[src/rtl/crit_temp_pkg.sv]
package crit_temp_pkg;
  localparam int TEMP_W = 8;
  typedef logic [TEMP_W-1:0] temp_t;

  // strict signed greater-than against the trip limit
  function automatic logic exceeds(input temp_t t, input temp_t lim);
    return $signed(t) > $signed(lim);
  endfunction

  // reading at or below (limit - hyst), evaluated one bit wider to avoid wrap
  function automatic logic released(input temp_t t, input temp_t lim, input int hyst);
    logic signed [TEMP_W:0] floor_v;
    logic signed [TEMP_W:0] t_ext;
    floor_v = $signed({lim[TEMP_W-1], lim}) - $signed((TEMP_W+1)'(hyst));
    t_ext   = $signed({t[TEMP_W-1], t});
    return t_ext <= floor_v;
  endfunction

  // inclusive signed window test
  function automatic logic in_window(input temp_t t, input temp_t lo, input temp_t hi);
    return ($signed(t) >= $signed(lo)) && ($signed(t) <= $signed(hi));
  endfunction
endpackage

[src/rtl/ctg_chan.sv]
module ctg_chan
  import crit_temp_pkg::*;
#(
  parameter int HYST = 5
) (
  input  logic  clk,
  input  logic  rst_n,
  input  logic  temp_valid,
  input  temp_t temp,
  input  temp_t lim,
  input  temp_t hi,
  input  temp_t lo,
  input  logic  cycle_strobe,
  output logic  over_o,
  output logic  over_nxt_o,
  output logic  stat_o
);
  logic  over_q;
  logic  stat_q;
  temp_t sample_q;
  logic  flip;
  logic  clear_ok;

  always_comb begin
    over_nxt_o = over_q;
    if (temp_valid) begin
      if (over_q) over_nxt_o = !released(temp, lim, HYST);
      else        over_nxt_o = exceeds(temp, lim);
    end
  end

  assign flip     = over_nxt_o != over_q;
  assign clear_ok = cycle_strobe && in_window(sample_q, lo, hi);

  always_ff @(posedge clk or negedge rst_n) begin
    if (!rst_n) begin
      over_q   <= 1'b0;
      stat_q   <= 1'b0;
      sample_q <= '0;
    end else begin
      over_q <= over_nxt_o;
      if (temp_valid) sample_q <= temp;
      if (flip)          stat_q <= 1'b1;
      else if (clear_ok) stat_q <= 1'b0;
    end
  end

  assign over_o = over_q;
  assign stat_o = stat_q;
endmodule

[src/rtl/ctg_summary.sv]
module ctg_summary #(
  parameter int N_CH = 3
) (
  input  logic            clk,
  input  logic            rst_n,
  input  logic [N_CH-1:0] over_cur,
  input  logic [N_CH-1:0] over_nxt,
  input  logic            therm_en,
  input  logic            cycle_strobe,
  output logic            sum_stat,
  output logic            int_pulse
);
  logic new_trip;
  logic trip_edge;

  assign new_trip  = |(over_nxt & ~over_cur);
  assign trip_edge = (|over_nxt) != (|over_cur);

  always_ff @(posedge clk or negedge rst_n) begin
    if (!rst_n) begin
      sum_stat  <= 1'b0;
      int_pulse <= 1'b0;
    end else begin
      int_pulse <= therm_en & trip_edge;
      if (new_trip)                        sum_stat <= 1'b1;
      else if (cycle_strobe && !(|over_cur)) sum_stat <= 1'b0;
    end
  end
endmodule

[src/rtl/crit_temp_guard.sv]
module crit_temp_guard
  import crit_temp_pkg::*;
#(
  parameter int N_CH = 3,
  parameter int HYST = 5,
  localparam int VW  = N_CH * TEMP_W
) (
  input  logic            clk,
  input  logic            rst_n,
  input  logic            temp_valid,
  input  logic [VW-1:0]   temp_in,
  input  logic [VW-1:0]   crit_lim,
  input  logic [VW-1:0]   norm_hi,
  input  logic [VW-1:0]   norm_lo,
  input  logic            therm_en,
  input  logic            cycle_strobe,
  output logic            therm_n,
  output logic            force_full,
  output logic [N_CH-1:0] chan_stat,
  output logic            sum_stat,
  output logic            int_pulse
);
  logic [N_CH-1:0] over_cur;
  logic [N_CH-1:0] over_nxt;
  logic            trip_active;

  for (genvar i = 0; i < N_CH; i++) begin : g_ch
    ctg_chan #(.HYST(HYST)) u_ch (
      .clk          (clk),
      .rst_n        (rst_n),
      .temp_valid   (temp_valid),
      .temp         (temp_in [i*TEMP_W +: TEMP_W]),
      .lim          (crit_lim[i*TEMP_W +: TEMP_W]),
      .hi           (norm_hi [i*TEMP_W +: TEMP_W]),
      .lo           (norm_lo [i*TEMP_W +: TEMP_W]),
      .cycle_strobe (cycle_strobe),
      .over_o       (over_cur[i]),
      .over_nxt_o   (over_nxt[i]),
      .stat_o       (chan_stat[i])
    );
  end

  ctg_summary #(.N_CH(N_CH)) u_sum (
    .clk          (clk),
    .rst_n        (rst_n),
    .over_cur     (over_cur),
    .over_nxt     (over_nxt),
    .therm_en     (therm_en),
    .cycle_strobe (cycle_strobe),
    .sum_stat     (sum_stat),
    .int_pulse    (int_pulse)
  );

  assign trip_active = |over_cur;
  assign force_full  = trip_active & therm_en;
  assign therm_n     = ~force_full;
endmodule

[config.mk]
export PLATFORM = sky130hd
export DESIGN_NAME = crit_temp_guard
export DESIGN_NICKNAME = d
export VERILOG_FILES = /design/src/rtl/crit_temp_pkg.sv /design/src/rtl/ctg_chan.sv /design/src/rtl/ctg_summary.sv /design/src/rtl/crit_temp_guard.sv
export SDC_FILE = /design/constraint.sdc
export NUM_CORES = 1
export LEC_CHECK = 0
export BUFFER_PORTS_ARGS = -buffer_cell sky130_fd_sc_hd__buf_2
export CAP_MARGIN = 25
export CORE_ASPECT_RATIO = 0.9
export CORE_MARGIN = 5
export CORE_UTILIZATION = 46
export DETAILED_ROUTE_END_ITERATION = 6
export PLACE_DENSITY = 0.79
export SLEW_MARGIN = 40
export SYNTH_ARGS = -nofsm -noshare
export SYNTH_HDL_FRONTEND = slang
export SYNTH_HIERARCHICAL = 1
export SYNTH_SLANG_ARGS = --single-unit
[constraint.sdc]
create_clock -name clk -period 1.85 [get_ports clk]
set_input_delay 0.37 -clock clk [delete_from_list [all_inputs] [get_ports clk]]
set_output_delay 0.37 -clock clk [all_outputs]
set_load 0.005 [all_outputs]
== Word-level counts from Yosys, hierarchy flattened ==
Index checks and enable logic that the tools add are counted.
Cells by class
  $add $sub $neg: 3
  order comparisons: 12
  equal/unequal tests: 4
  muxes and demuxes: 14
  bitwise logic cells: 5
  reductions and logical operators: 18
Operators with widths (number)
  $le A8 B9 Y1: 3
  $sub A8 B4 Y9 const B: 3
  $ge A8 B8 Y1: 3
  $gt A8 B8 Y1: 3
  $le A8 B8 Y1: 3
  $mux W1: 14
  $reduce_or A3 Y1: 3
  $reduce_bool A2 Y1: 4
  $logic_and A1 B1 Y1: 7
  $logic_not A1 Y1: 4
  $ne A1 B1 Y1: 4
  $and A3 B3 Y3: 1
  $not A3 Y3: 1
  $and A1 B1 Y1: 2
  $not A1 Y1: 1
Word-level totals
  bits in registers: 32
  output and inout port bits: 7
  logic and storage cells: 67

== Longest topological paths before layout ==
  depth after elaboration: 8
  gate-level depth with buffers: 14
  depth with buffers taken out: 14

== Hierarchy ==
Netlist, hierarchy kept.
Modules (own cells, without submodules)
  ctg_chan at g_ch[1].u_ch ...: instances 2, cells each 148, area an instance 1306.3 um2, sequential area each 250.2 um2
  ctg_chan at g_ch[0].u_ch: instances 1, cells each 151, area an instance 1335.0 um2, sequential area each 250.2 um2
  ctg_summary: instances 1, cells each 12, area an instance 111.4 um2, sequential area each 50.0 um2
  crit_temp_guard: instances 1, cells each 2, area an instance 16.3 um2, sequential area each 0.0 um2

== Worst setup path after synthesis ==
No wires, ideal clock.
  path kind: input -> register
  from: input crit_lim[16]
  to: register u_sum.int_pulse
  arrival time: 2.621 ns
  required time: 1.731 ns
  setup slack: -0.890 ns
  stages on the path: 13
  path buffers: 0
  cell sequence: inv_1 > ha_1 > nor2_1 > nor4_1 > xnor2_1 > ha_1 > a21o_1 > a2111oi_4 > a22oi_1 > a21bo_1 > nor3_1 > xor2_1 > and2_1
On the way
  longest elaborated chain between the ends: 8
  elaborated cells between the ends (all ways): 9
  classes of those cells: add/sub (1); order compare (2); eq/ne (1); mux (2); bitwise (1); reduce/logical (2)
RTL lines
  start: declaration: line crit_temp_guard.sv:12  | input logic [VW-1:0] crit_lim,
  $sub A8 B4 Y9: line crit_temp_pkg.sv:14  | floor_v = $signed({lim[TEMP_W-1], lim}) - $signed((TEMP_W+1)'(hyst));
  $le A8 B9 Y1: line crit_temp_pkg.sv:16  | return t_ext <= floor_v;
  $logic_not A1 Y1: line ctg_chan.sv:27  | if (over_q) over_nxt_o = !released(temp, lim, HYST);
  $mux W1 (*): line ctg_chan.sv:27
  $mux W1 (*): line ctg_chan.sv:26  | if (temp_valid) begin
  named net over_nxt[2]: line crit_temp_guard.sv:24  | logic [N_CH-1:0] over_nxt;
  $reduce_or A3 Y1 (*): line ctg_summary.sv:17  | assign trip_edge = (|over_nxt) != (|over_cur);
  $ne A1 B1 Y1 (*): line ctg_summary.sv:17
  $and A1 B1 Y1 (*): line ctg_summary.sv:24  | int_pulse <= therm_en & trip_edge;
  end signal: assignment: line ctg_summary.sv:24
  end: declaration: line ctg_summary.sv:11  | output logic int_pulse
Mark *: on every way through the listed nets, which the timed path passes. The rest lies on a longest branch.
A chain may end at the register's enable or synchronous reset.

== Worst setup path after layout ==
  from: input crit_lim[9]
  to: register u_sum.int_pulse
The elaborated chain is that of the path after synthesis.

==> out/qor.yml <==
routing:
  first_pass_iters: 4
  drt_iter0_markers: 107
  vias_per_cell: 5.26
  vias: 4068
  avgRoutedWirePerCell_um: 14.7
  antenna_left: 0
  wl_mm: 11.4
  post-route-drc-count: 0
timing:
  max_slew_margin: 0.719
  fin_worst_skew_ns: 0.00329
  hold_viol_final: 0
  fin_ws_ns: -0.572
  fmax_mhz: 413
  setup_viol: 8
  tightestPinTransition_ns: 0.421
  drv_slew: 0
  rsz0062_at_grt: "yes"
  min_period_ns: 2.42
  period_share: 1.31
floorplanning:
  rows: 32
  start_util: 0.473
  io_pins: 108
  coreArea_um2: 8610
  die_h_um: 99.3
  dieArea_um2: 10800
  die_x_um: 109
yosys:
  yosys_warnings: 6
  yosys_most_used_dff: "dfrtp_1"
  synth-seq-cells: 32
  synthTopCellsByArea: "ha_1 31%, dfrtp_1 20%, inv_1 8.5%"
  synth_nets: 664
  avgSynthCellArea_um2: 8.84
  synth_top_area_share: 0.313
  yosysSeqAreaShare: 0.196
  synth_cell_types: 43
  synth_top_area_cell: "ha_1"
  synthArstFlopShare: 1.00
  syn_area_um2: 4080
  syn_inst: 461
  synth_edf_count: 0
placement:
  port_buffers: 107
  gp_congestion: 0.859
  dpl_worst_slack_ns: -1.10
  dp_cells: 756
  dp_hpwl_mm: 9.66
global_routing:
  grt.total_usage: 0.209
  grt-ovfl-total: 0
  grt_pass1_vias: 4339
  antenna_found_initial: 1
  grt_max_degree: 33
  grt_pass1_wl_mm: 18.6
pwr:
  p_per_area_nw_per_um2: 528
  p_leak_nw: 3.05
  peakVddDrop_uv: 259
setup_path:
  crit_chain: "buf_12 > inv_12 > ha_4 > nor2_4 > nor4_4 > xnor2_1 > ha_1 > a21o_1 > a2111oi_4 > a22oi_2 > a21bo_1 > nor3_2 > xor2_1 > and2_1"
  path_class: "in -> reg"
  critPathRequiredTime_ns: 2.07
  slowest_stage: "a2111oi_4"
  slowest_delay_ns: 0.30
  worstPathMaxFanout: 3
  critical_path_arrival_ns: 2.64
  worstSetupStartpointType: "input port"
  crit_path_end_kind: "flop"
flow_run:
  drv_cap: 0
clock_network:
  cts_inserted_buffers: 5
  clock-sinks: 32
  cts_tree: "built"
  clock_latency_ns: 0.28
  ctsHtreeMaxLevel: 2
  cts_root_buf: "clkbuf_8"
  cts_buffer_depth: 2
  clk_pin_slew_ns: 0.06
outcome:
  status: "complete, but fails checks"
  violations: "negative setup slack"
finish:
  drive_gt1_frac: 0.419
  antenna_cells: 0
  instances_no_fill: 773
  final_common_cell: "buf_2"
  fillers: 693
  final_cell_mix: "100 x buf_2, 98 x ha_1, 86 x inv_1"
  syn2layout_area_growth_pct: 43.4
  nets: 857
worst_hold_path:
  hp-class: "in -> async"
## kinds of logic (layout without fill, tap and decap cells)
| family | Yosys count | in the layout | synth area share |
|---|---|---|---|
| flops | 32 | 32 | 0.197 |
| simple gates | 89 | 89 | 0.122 |
| buf+inv | 95 | 288 | 0.0884 |
| mux | 21 | 21 | 0.0580 |
| fa+ha+maj | 102 | 102 | 0.313 |
| compound gates | 103 | 103 | 0.181 |
| xor+xnor | 19 | 19 | 0.0408 |
## critical path, delay by kind of cell
kind                     cells  cell delay (ns)
XOR/XNOR                     2             0.34
adder cells (fa/ha/maj)      2             0.42
AND/OR/NAND/NOR              4             0.54
buffers and inverters        2             0.15
AO/OA/AOI/OAI                4             0.80
## power by group
part / leakage [nW] / switching (mW) / internal [mW]
clock network: 0.0503 / 0.245 / 0.331
registers: 0.368 / 0.120 / 0.814
logic: 2.63 / 0.766 / 0.810
total: 3.05 / 1.13 / 1.96
## final timing paths
check | start | to | slack [ns] | depth (start not counted)
worst max-delay path | crit_lim[9] | u_sum/int_pulse$_DFF_PN0_ | -0.57 | 14
worst min-delay path | rst_n | g_ch[2].u_ch/sample_q[0]$_DFFE_PN0P_ | 0.02 | 1
worst max register to register | g_ch[2].u_ch/sample_q[1]$_DFFE_PN0P_ | g_ch[2].u_ch/stat_o$_DFFE_PN0P_ | 0.11 | 6
worst min register to register | u_sum/sum_stat$_DFFE_PN0P_ | u_sum/sum_stat$_DFFE_PN0P_ | 0.51 | 1
max in group asynchronous | rst_n | g_ch[0].u_ch/sample_q[0]$_DFFE_PN0P_ | 1.52 | 1
min in group clk | therm_en | u_sum/int_pulse$_DFF_PN0_ | 0.36 | 2
## state kept, by name, summed over array words and instances (netlist names)
| register | cells |
|---|---|
| u_sum/int_pulse | 1 |
| u_sum/sum_stat | 1 |
| g_ch.u_ch/over_o | 3 |
| g_ch.u_ch/stat_o | 3 |
| g_ch.u_ch/sample_q | 24 |
## cell usage after synthesis (2+ instances only)
library cell,number
and3_1,3
a2111oi_4,3
nand2_1,14
o21ai_0,27
a22oi_1,2
dfrtp_1,32
o21a_1,2
buf_2,3
o31ai_1,4
xor2_1,4
nor2_1,22
and4_1,2
inv_1,92
a21oi_1,28
nor2b_1,11
a21bo_1,2
nor3b_1,2
nor3_1,3
nand4_1,16
o2111ai_1,2
ha_1,102
mux2_2,21
xnor2_1,15
a21o_1,5
a211oi_1,2
nor4_1,3
nand4b_1,5
nand2b_1,2
o211ai_1,13
o2111a_1,4
o221a_2,3
## metrics by stage
stage / power (mW) / TNS [ns] / area, um2 / utilization / hold slack, ns
detailed placement: 2.38 / -5.61 / 5440 / 0.631 / 0.464
global placement: 2.30 / -5.04 / 5440 / 0.631 / 0.455
floorplan: 1.76 / -2.56 / 4230 / - / 0.0744
CTS: 3.08 / -2.34 / 5810 / 0.675 / 0.158
global route: 3.34 / -2.69 / 5840 / 0.679 / 0.0480
finish: 3.09 / -1.94 / 5840 / 0.679 / 0.0196
## layer usage
metal	global-route usage	part of all wire	routed length [um]
met1	0.241	0.41	4710
met2	0.392	0.52	5900
met3	0.0344	0.049	559
met4	0.0566	0.016	178
met5	0	0.00062	7
## area by class of cell
| type | instances | area (um2) | area share |
|---|---|---|---|
| multi-input cells | 334 | 3180 | 0.544 |
| repair buffers | 189 | 1230 | 0.211 |
| flip-flops and latches | 32 | 801 | 0.137 |
| inverters | 92 | 388 | 0.0664 |
| well taps | 119 | 149 | 0.0255 |
| clock buffers | 7 | 96.3 | 0.0165 |
## repair_timing
| action | in CTS | in global routing |
|---|---|---|
| gates resized for setup | 50 | 16 |
| hold endpoints to repair | 0 | 0 |
| pin swaps | 38 | 21 |
| endpoints found under the setup margin | 8 | 8 |
| hold buffers | 0 | 0 |
| buffers inserted | 21 | 3 |
Note: power is estimated with default switching activity, not from simulation.
